**config.mk**
```make
export PLATFORM = sky130hd
export DESIGN_NAME = hb_deadtime_ctrl
export DESIGN_NICKNAME = d
export VERILOG_FILES = /design/src/rtl/hb_pkg.sv /design/src/rtl/hb_sync.sv /design/src/rtl/hb_thermal.sv /design/src/rtl/hb_dt_chan.sv /design/src/rtl/hb_deadtime_ctrl.sv
export SDC_FILE = /design/constraint.sdc
export NUM_CORES = 1
export LEC_CHECK = 0
export CELL_PAD_IN_SITES_DETAIL_PLACEMENT = 0
export CELL_PAD_IN_SITES_GLOBAL_PLACEMENT = 1
export CORE_AREA = 3 3 78 80
export DETAILED_ROUTE_END_ITERATION = 7
export DIE_AREA = 0 0 81 83
export GPL_TIMING_DRIVEN = 0
export PLACE_DENSITY_LB_ADDON = 0.12
export SLEW_MARGIN = 20
export SYNTH_ARGS = -nofsm -noshare
export SYNTH_HDL_FRONTEND = slang
export SYNTH_HIERARCHICAL = 1
export SYNTH_SLANG_ARGS = --single-unit
export TNS_END_PERCENT = 10
```
**constraint.sdc**
```tcl
create_clock -name clk_i -period 2.46 [get_ports clk_i]
set_clock_uncertainty 0.05 [all_clocks]
set_input_delay 0.369 -clock clk_i [delete_from_list [all_inputs] [get_ports clk_i]]
set_output_delay 0.369 -clock clk_i [all_outputs]
set_load 0.005 [all_outputs]
```
**src/rtl/hb_pkg.sv**
```systemverilog
package hb_pkg;
  localparam int N_SIDES = 2;

  typedef enum logic {
    SIDE_HI = 1'b0,
    SIDE_LO = 1'b1
  } side_e;
endpackage

```
**src/rtl/hb_sync.sv**
```systemverilog
module hb_sync #(
  parameter int W      = 1,
  parameter int STAGES = 2
) (
  input  logic         clk_i,
  input  logic         rst_ni,
  input  logic [W-1:0] d_i,
  output logic [W-1:0] q_o
);
  logic [W-1:0] stage_q [STAGES];

  always_ff @(posedge clk_i or negedge rst_ni) begin
    if (!rst_ni) begin
      for (int i = 0; i < STAGES; i++) stage_q[i] <= '0;
    end else begin
      stage_q[0] <= d_i;
      for (int i = 1; i < STAGES; i++) stage_q[i] <= stage_q[i-1];
    end
  end

  assign q_o = stage_q[STAGES-1];
endmodule

```
**src/rtl/hb_thermal.sv**
```systemverilog
module hb_thermal #(
  parameter int TEMP_W   = 8,
  parameter int TRIP_ON  = 155,
  parameter int TRIP_OFF = 125
) (
  input  logic              clk_i,
  input  logic              rst_ni,
  input  logic [TEMP_W-1:0] temp_i,
  output logic              hot_o,
  output logic              hot_q_o
);
  localparam logic [TEMP_W-1:0] OnC  = TEMP_W'(TRIP_ON);
  localparam logic [TEMP_W-1:0] OffC = TEMP_W'(TRIP_OFF);

  logic hot_q, hot_d;

  // hysteresis: enter at >= ON, leave only below OFF
  always_comb hot_d = hot_q ? (temp_i >= OffC) : (temp_i >= OnC);

  always_ff @(posedge clk_i or negedge rst_ni) begin
    if (!rst_ni) hot_q <= 1'b0;
    else         hot_q <= hot_d;
  end

  // next state drives the kill path so the gates drop on the detecting edge
  assign hot_o   = hot_d;
  assign hot_q_o = hot_q;
endmodule

```
**src/rtl/hb_dt_chan.sv**
```systemverilog
module hb_dt_chan #(
  parameter int DT_W = 9
) (
  input  logic            clk_i,
  input  logic            rst_ni,
  input  logic            want_i,
  input  logic            kill_i,
  input  logic            peer_on_i,
  input  logic [DT_W-1:0] dt_i,
  output logic            gate_o
);
  logic [DT_W-1:0] cnt_q;
  logic            gate_q;

  always_ff @(posedge clk_i or negedge rst_ni) begin
    if (!rst_ni) begin
      gate_q <= 1'b0;
      cnt_q  <= '0;
    end else if (kill_i || !want_i) begin
      // turn-off and cancel are immediate
      gate_q <= 1'b0;
      cnt_q  <= '0;
    end else if (!gate_q) begin
      if (cnt_q >= dt_i) begin
        if (!peer_on_i) gate_q <= 1'b1;
      end else begin
        cnt_q <= cnt_q + 1'b1;
      end
    end
  end

  assign gate_o = gate_q;
endmodule

```
**src/rtl/hb_deadtime_ctrl.sv**
```systemverilog
module hb_deadtime_ctrl
  import hb_pkg::*;
#(
  parameter int DT_W     = 9,
  parameter int TEMP_W   = 8,
  parameter int TRIP_ON  = 155,
  parameter int TRIP_OFF = 125,
  parameter int SYNC_N   = 2
) (
  input  logic              clk_i,
  input  logic              rst_ni,
  input  logic              req_hi_i,
  input  logic              req_lo_i,
  input  logic              off_i,
  input  logic              uv_in_i,
  input  logic [1:0]        uv_out_i,
  input  logic [TEMP_W-1:0] temp_i,
  input  logic [DT_W-1:0]   dt_cycles_i,
  output logic              gate_hi_o,
  output logic              gate_lo_o
);
  localparam logic [DT_W-1:0] DtMin = DT_W'(1);

  logic [N_SIDES-1:0] req_s;
  logic               off_s;
  logic               hot, hot_q;
  logic               fault;
  logic [N_SIDES-1:0] want;
  logic [N_SIDES-1:0] gate;
  logic [DT_W-1:0]    dt_eff;

  hb_sync #(.W(N_SIDES + 1), .STAGES(SYNC_N)) u_sync (
    .clk_i  (clk_i),
    .rst_ni (rst_ni),
    .d_i    ({off_i, req_lo_i, req_hi_i}),
    .q_o    ({off_s, req_s})
  );

  hb_thermal #(.TEMP_W(TEMP_W), .TRIP_ON(TRIP_ON), .TRIP_OFF(TRIP_OFF)) u_therm (
    .clk_i   (clk_i),
    .rst_ni  (rst_ni),
    .temp_i  (temp_i),
    .hot_o   (hot),
    .hot_q_o (hot_q)
  );

  assign fault  = off_s | uv_in_i | (|uv_out_i) | hot;
  assign dt_eff = (dt_cycles_i == '0) ? DtMin : dt_cycles_i;

  // simultaneous requests cancel each other
  assign want[SIDE_HI] = req_s[SIDE_HI] & ~req_s[SIDE_LO];
  assign want[SIDE_LO] = req_s[SIDE_LO] & ~req_s[SIDE_HI];

  for (genvar s = 0; s < N_SIDES; s++) begin : g_side
    hb_dt_chan #(.DT_W(DT_W)) u_chan (
      .clk_i     (clk_i),
      .rst_ni    (rst_ni),
      .want_i    (want[s]),
      .kill_i    (fault),
      .peer_on_i (gate[N_SIDES-1-s]),
      .dt_i      (dt_eff),
      .gate_o    (gate[s])
    );
  end

  assign gate_hi_o = gate[SIDE_HI];
  assign gate_lo_o = gate[SIDE_LO];
endmodule

```
==> reports/qor.json, run 1 <==
{
  "setup.reg_to_reg.worst_slack_ns": 0.06,
  "pwr-share-seq_pct": 55.1,
  "cp-end-kind": "flop",
  "fin_area_um2": 2470,
  "die_w_um": 81,
  "placement.io_buffers": 26,
  "hold_ws_ns": 0.0463,
  "postSynthAreaPerCell_um2": 8.97,
  "fmaxAchievable_mhz": 417,
  "final_cells": 317,
  "cellInternalPower_uw": 625,
  "synthCells": 210,
  "cts_root_buffer": "sky130_fd_sc_hd__clkbuf_8",
  "route.detailed.wl_per_inst_um": 14.5,
  "area_growth_syn_to_layout_pct": 31.1,
  "finalCriticalPeriod_ns": 2.40,
  "dp_worst_setup_slack_ns": -0.541,
  "drt_drc_violations_left": 0,
  "drt_iter0_markers": 93,
  "place.detailed.instances": 308,
  "clock_network_power_share_pct": 31.6,
  "number_of_buffers_inserted_during_clock_tree_synthesis": 3,
  "seq_area_frac_synth_pct": 35.9,
  "vias": 1644,
  "cell_chain_of_the_critical_path": "ha_4 > a211o_1 > a311oi_2 > o21ai_2 > buf_6 > or4_1 > nand2_1",
  "cts_tree": "done",
  "netlist-cell-type-count": 33,
  "worstMarginPinSlew_ns": 0.665,
  "cts_max_path_buffers": 2,
  "unrepaired_setup_endpoints_after_global_routing": "no",
  "detailedPlacementHpwl_um": 3440,
  "total_switching_power_uw": 194,
  "floorplan.rows": 27,
  "totalWireLength_um": 4600,
  "critical_path_startpoint": "g_side[1].u_chan/cnt_q[2]",
  "netSwitchingFraction_pct": 23.7,
  "postSynthNetCount": 255,
  "setup_viol": 0,
  "wp_data_required_ns": 2.63,
  "comb_pwr_share_pct": 13.2,
  "synth.cell_area_um2": 1880,
  "design.portCount": 27,
  "antenna_cells_inserted": 0,
  "max_cap_viol_count": 0,
  "critPathMaxFanout": 7,
  "nNetsFinal": 291,
  "timing.final.hold_violations": 0,
  "grt_antenna_before_repair": 0,
  "fin_ws_ns": 0.0632,
  "clk_pin_slew_ns": 0.10,
  "worst_path_largest_cell_delay_ns": 0.51,
  "drtPass1Iterations": 4,
  "grt_pass1_wl_um": 7780,
  "terminus_of_the_critical_flop_to_flop_path": "g_side[1].u_chan/cnt_q[5]",
  "cts_max_level": 1,
  "timing_worst_setup_path_type": "flop to flop",
  "ys_seq_elements": 27,
  "gp_congestion": 0.743,
  "vdd.ir_drop.worst_v": 0.000236,
  "cts.sink_count": 27,
  "timing.final.crit_share_pct": 97.4,
  "global_route.usage.total_pct": 14.7,
  "die-area_um2": 6720,
  "run_status": "finished clean",
  "worstHoldPathType": "primary input to asynchronous set/reset pin",
  "endpoint": "g_side[1].u_chan/cnt_q[5]",
  "share_of_final_layout_standard_cells_stronger_than_drive_strength_1_pct": 17.1,
  "clkLatencyLatePin_ns": 0.27,
  "worstSetupStartpointType": "flop",
  "slew_headroom_pct": 55.5,
  "worstRegToRegCells": 7,
  "cp_slowest_cell": "sky130_fd_sc_hd__or4_1",
  "synth_warn": 6,
  "synth_top_flop_cell": "sky130_fd_sc_hd__dfrtp_1",
  "floorplan.core_area_um2": 5470,
  "vias_per_inst": 5.19,
  "maximum_number_of_pins_on_one_net_before_global_route_repair": 28,
  "tns_ns": 0,
  "die_h_um": 83,
  "synth_enable_flop_cells": 0,
  "cellPowerDensity_nw_per_um2": 332,
  "worstPathArrival_ns": 2.56,
  "ant_nets": 0,
  "grt_remaining_overflow": 0,
  "power.leakage_nw": 1.10,
  "placed_area_um2": 2230,
  "grt_pass1_vias": 1608,
  "timing.final.max_slew_violations": 0,
  "ys_async_sr_fraction_pct": 100,
  "floorplan.initialDensity_pct": 34.4,
  "reg2reg_from": "g_side[1].u_chan/cnt_q[2]"
}
-- critical path: cells and delay by family, from the launching register on --
kind,cells,cell delay (ns)
and+or+nand+nor,2,0.59
buffers and inverters,1,0.16
DFF,1,0.49
adders and majority gates,1,0.28
AOI/OAI and AO/OA,3,0.78
-- logic make-up (layout without fill, tap and decap cells) --
group	count (synthesis)	in the layout	synth area share, %
multiplexers	4	4	2.13
buffers and inverters	35	70	8.37
flip-flops	27	27	35.9
adder cells (fa/ha/maj)	20	20	13.3
AND/OR/NAND/NOR	74	74	21.1
AO/OA/AOI/OAI	50	50	19.3
-- synthesized netlist by cell type (6+ instances only) --
master / number / area share (%)
sky130_fd_sc_hd__ha_1: 20 / 13
sky130_fd_sc_hd__or4_1: 6 / 2.4
sky130_fd_sc_hd__nor4_1: 6 / 2.0
sky130_fd_sc_hd__a21oi_1: 11 / 2.9
sky130_fd_sc_hd__o21ai_0: 7 / 1.9
sky130_fd_sc_hd__dfrtp_1: 27 / 36
sky130_fd_sc_hd__nand3_1: 8 / 2.1
sky130_fd_sc_hd__nand2b_1: 12 / 4.0
sky130_fd_sc_hd__clkbuf_1: 8 / 1.6
sky130_fd_sc_hd__inv_1: 22 / 4.4
sky130_fd_sc_hd__nand2_1: 18 / 3.6
sky130_fd_sc_hd__nor2_1: 8 / 1.6
-- sequential cells by signal, summed over array words and instances, names as in the netlist --
signal                cells
g_side.u_chan/cnt_q      18
u_sync/stage_q            3
u_therm/hot_q_o           1
u_sync/q_o                3
g_side.u_chan/gate_o      2
-- area by class of cell --
| type | count | area (µm²) |
|---|---|---|
| multi-input combinational | 148 | 1210 |
| inverter | 22 | 82.6 |
| timing repair buffer | 31 | 287 |
| fill | 552 | 3000 |
| buffer | 13 | 81.3 |
| clock buffer | 4 | 45.0 |
| sequential | 27 | 676 |
| tap | 72 | 90.1 |
-- worst min path at each step --
stage | startpoint | to
floorplan | rst_ni | g_side[0].u_chan/cnt_q[0]
global placement | u_sync/stage_q[4] | u_sync/q_o[1]
detailed placement | u_sync/stage_q[3] | u_sync/q_o[0]
CTS | rst_ni | g_side[0].u_chan/cnt_q[4]
global route | rst_ni | g_side[0].u_chan/cnt_q[4]
finish | rst_ni | g_side[0].u_chan/cnt_q[4]
-- metrics by stage --
stage          util [%]  total power [mW]
2_1_floorplan         -             0.501
3_3_place_gp       40.8             0.561
3_5_place_dp       40.7             0.560
4_1_cts            44.5             0.830
5_1_grt            45.1             0.864
6_report           45.1             0.819
-- power by group through the flow --
stage	Sequential [mW]	Combinational [mW]	Clock [mW]
floorplan	0.460	0.0404	0
global placement	0.461	0.100	0
detailed placement	0.461	0.0993	0
CTS	0.452	0.108	0.271
global route	0.453	0.123	0.289
finish	0.452	0.108	0.259
-- routing by layer --
layer  part of all wire (%)  routed length (µm)  GRT usage (%)
met5                      0                   0              0
met4                   0.54                  25           3.99
met3                    4.2                 195           2.60
met2                     45                2070           22.6
met1                     50                2320           20.9
-- cells in the final DEF (no fill, tap or decap), types with 5 or more instances in the layout --
master                            synthesis  routed
sky130_fd_sc_hd__nand2_1                 18      18
sky130_fd_sc_hd__nor2_1                   8       7
sky130_fd_sc_hd__buf_4                    3       8
sky130_fd_sc_hd__nand2b_1                12      11
sky130_fd_sc_hd__ha_4                     0       6
sky130_fd_sc_hd__o21ai_0                  7       7
sky130_fd_sc_hd__inv_1                   22      21
sky130_fd_sc_hd__clkdlybuf4s50_1          0      17
sky130_fd_sc_hd__or4_1                    6       5
sky130_fd_sc_hd__a21oi_1                 11      11
sky130_fd_sc_hd__dfrtp_1                 27      27
sky130_fd_sc_hd__ha_1                    20      14
sky130_fd_sc_hd__nand3_1                  8       8
sky130_fd_sc_hd__a21o_1                   5       5
sky130_fd_sc_hd__dlygate4sd2_1            0       7
sky130_fd_sc_hd__nand4_1                  5       5
-- repair_timing --
item,in CTS,in global routing
setup buffers,5,0
endpoints found under the setup margin,13,12
pin swaps,13,6
resized for setup,28,8
hold buffers,0,0
Power figures use the tool's default switching activity.
==> run 2, diff against run 1 <==
--- a/config.mk
+++ b/config.mk
@@ -8,6 +8,7 @@
 export CELL_PAD_IN_SITES_DETAIL_PLACEMENT = 0
 export CELL_PAD_IN_SITES_GLOBAL_PLACEMENT = 1
 export CORE_AREA = 3 3 78 80
+export CTS_CLUSTER_SIZE = 12
 export DETAILED_ROUTE_END_ITERATION = 7
 export DIE_AREA = 0 0 81 83
 export GPL_TIMING_DRIVEN = 0
==> results of run 2 <==
The final DEF is identical to that of run 1; final timing and power are the same.
==> run 3, diff against run 2 <==
--- a/config.mk
+++ b/config.mk
@@ -7,10 +7,10 @@
 export LEC_CHECK = 0
 export CELL_PAD_IN_SITES_DETAIL_PLACEMENT = 0
 export CELL_PAD_IN_SITES_GLOBAL_PLACEMENT = 1
-export CORE_AREA = 3 3 78 80
+export CORE_AREA = 3 3 72 74
 export CTS_CLUSTER_SIZE = 12
 export DETAILED_ROUTE_END_ITERATION = 7
-export DIE_AREA = 0 0 81 83
+export DIE_AREA = 0 0 75 77
 export GPL_TIMING_DRIVEN = 0
 export PLACE_DENSITY_LB_ADDON = 0.12
 export SLEW_MARGIN = 20
==> run 3 against run 2 <==
  * Sequential cell count is the same
  * Total power grew 0.14%
  * Design area grew 0.61%
  * Wire length shrank 1.5%
==> reports/qor.json, run 3 (synthesis gave the netlist of run 1 again) <==
{
  "run_status": "finished clean",
  "antenna_cells_inserted": 0,
  "nNetsFinal": 290,
  "reg2reg_from": "g_side[1].u_chan/cnt_q[2]",
  "grt_antenna_before_repair": 0,
  "cts.sink_count": 27,
  "number_of_buffers_inserted_during_clock_tree_synthesis": 3,
  "detailroute.wirelength.met3_um": 227,
  "grt_pass1_vias": 1551,
  "total_power_uw": 820,
  "share_of_final_layout_standard_cells_stronger_than_drive_strength_1_pct": 18.0,
  "terminus_of_the_critical_flop_to_flop_path": "g_side[1].u_chan/cnt_q[5]",
  "floorplan.rows": 25,
  "worstMarginPinSlew_ns": 0.626,
  "grt_remaining_overflow": 0,
  "route.detailed.wl_per_inst_um": 15.2,
  "setup_viol": 0,
  "drtPass1Iterations": 4,
  "power.leakage_nw": 1.13,
  "setup.reg_to_reg.worst_slack_ns": 0.12,
  "tns_ns": 0,
  "floorplan.initialDensity_pct": 40.4,
  "largest_register": "g_side.u_chan/cnt_q",
  "endpoint": "g_side[1].u_chan/cnt_q[5]",
  "maximum_number_of_pins_on_one_net_before_global_route_repair": 28,
  "gp_congestion": 0.799,
  "max_cap_viol_count": 0,
  "critical_path_startpoint": "g_side[1].u_chan/cnt_q[2]",
  "cts_max_level": 1,
  "wl_met1_um": 2190,
  "fillerInstances": 438,
  "area_growth_syn_to_layout_pct": 31.9,
  "slew_headroom_pct": 58.3,
  "worstSetupStartpointType": "flop",
  "cts_root_buffer": "sky130_fd_sc_hd__clkbuf_8",
  "unrepaired_setup_endpoints_after_global_routing": "no",
  "layout.cells.most_common": "sky130_fd_sc_hd__dfrtp_1",
  "clk_pin_slew_ns": 0.10,
  "timing.final.crit_share_pct": 95.1,
  "cts_tree": "done",
  "detailedPlacementHpwl_um": 3280,
  "vias": 1661,
  "finalCriticalPeriod_ns": 2.34,
  "timing.final.hold_violations": 0,
  "timing_worst_setup_path_type": "flop to flop",
  "die_h_um": 77,
  "final_cells": 298,
  "drt_drc_violations_left": 0,
  "drt_iter0_markers": 69,
  "floorplan.core_area_um2": 4660,
  "routed-wl-met2_um": 2060,
  "die-area_um2": 5780,
  "worstPathArrival_ns": 2.51,
  "postCtsHoldBufs": 0,
  "design.portCount": 27,
  "ant_nets": 0,
  "critPathMaxFanout": 8,
  "cellPowerDensity_nw_per_um2": 330,
  "cts_max_path_buffers": 2,
  "grt_pass1_wl_um": 7330,
  "wp_data_required_ns": 2.63,
  "worstHoldPathType": "primary input to asynchronous set/reset pin",
  "fmaxAchievable_mhz": 427,
  "vdd.ir_drop.worst_v": 0.000214,
  "top_layer_used": "met4",
  "cp-end-kind": "flop",
  "die_w_um": 75,
  "timing.final.max_slew_violations": 0,
  "vias_per_inst": 5.57,
  "layout_common_cells": "sky130_fd_sc_hd__dfrtp_1, sky130_fd_sc_hd__inv_1, sky130_fd_sc_hd__nand2_1, sky130_fd_sc_hd__clkdlybuf4s50_1, sky130_fd_sc_hd__ha_1",
  "place.detailed.instances": 290,
  "worstRegToRegCells": 7,
  "largest_reg_flops": 18,
  "placement.io_buffers": 26,
  "global_route.usage.total_pct": 16.4,
  "clkLatencyLatePin_ns": 0.28,
  "totalWireLength_um": 4530
}
-- run 3: cell types whose count changed in the layout (fill, tap and decap cells not counted), moves of 2 or more --
| cell | before | now |
|---|---|---|
| sky130_fd_sc_hd__clkbuf_1 | 4 | 2 |
| sky130_fd_sc_hd__dlymetal6s2s_1 | 1 | 5 |
| sky130_fd_sc_hd__dlygate4sd2_1 | 7 | 3 |
| sky130_fd_sc_hd__buf_4 | 8 | 6 |
-- run 3: how the worst min path moves through the flow --
stage,endpoint
finish,g_side[0].u_chan/cnt_q[4]
global route,g_side[0].u_chan/cnt_q[4]
CTS,g_side[0].u_chan/cnt_q[4]
detailed placement,u_sync/q_o[0]
global placement,u_sync/q_o[0]
floorplan,g_side[0].u_chan/cnt_q[0]
-- run 3: report_power, final --
group | leakage, nW | total, mW | internal (mW) | switching [mW]
sequential | 0.361 | 0.452 | 0.450 | 0.00206
combinational | 0.740 | 0.109 | 0.0599 | 0.0492
clock | 0.0255 | 0.259 | 0.114 | 0.146
total | 1.13 | 0.820 | 0.623 | 0.197
-- run 3: routing by layer --
| metal | vias to the layer above | global-route usage, % |
|---|---|---|
| met1 | 777 | 24.3 |
| met5 | - | 0 |
| li1 | 836 | - |
| met4 | 0 | 3.74 |
| met3 | 4 | 2.49 |
| met2 | 44 | 24.8 |
-- run 3: area by class of cell --
| cell class | count | area (µm²) | share of cell area, % |
|---|---|---|---|
| multi-input combinational | 148 | 1240 | 49.9 |
| sequential | 27 | 676 | 27.2 |
| timing repair buffer | 30 | 290 | 11.7 |
| buffer | 13 | 82.6 | 3.32 |
| inverter | 22 | 82.6 | 3.32 |
| tap | 54 | 67.6 | 2.72 |
| clock buffer | 3 | 41.3 | 1.66 |
| clock inverter | 1 | 5.00 | 0.202 |
-- run 3: critical path: stages (launching register included) --
cell and delay [ns]:
sky130_fd_sc_hd__dfrtp_1 0.49, sky130_fd_sc_hd__ha_4 0.28, sky130_fd_sc_hd__a211o_1 0.30, sky130_fd_sc_hd__a311oi_2 0.32
sky130_fd_sc_hd__o21ai_2 0.12, sky130_fd_sc_hd__buf_6 0.15, sky130_fd_sc_hd__or4_1 0.49, sky130_fd_sc_hd__nand2_1 0.07
-- run 3: repair_timing --
action,4_1_cts,5_1_grt
buffers inserted,4,0
pin swaps,15,9
endpoints found under the setup margin,12,15
endpoints found under the hold margin,0,0
resized for setup,20,21
-- run 3: metrics by stage --
step | setup slack [ns] | cell area (µm²) | utilization (%) | hold WS (ns)
floorplan | 0.153 | 1880 | - | 0.0234
global placement | -0.498 | 2210 | 47.4 | 0.283
detailed placement | -0.474 | 2210 | 47.3 | 0.287
CTS | 0.000546 | 2400 | 51.4 | 0.0759
global route | 0.0230 | 2480 | 53.3 | 0.101
finish | 0.120 | 2480 | 53.3 | 0.0430
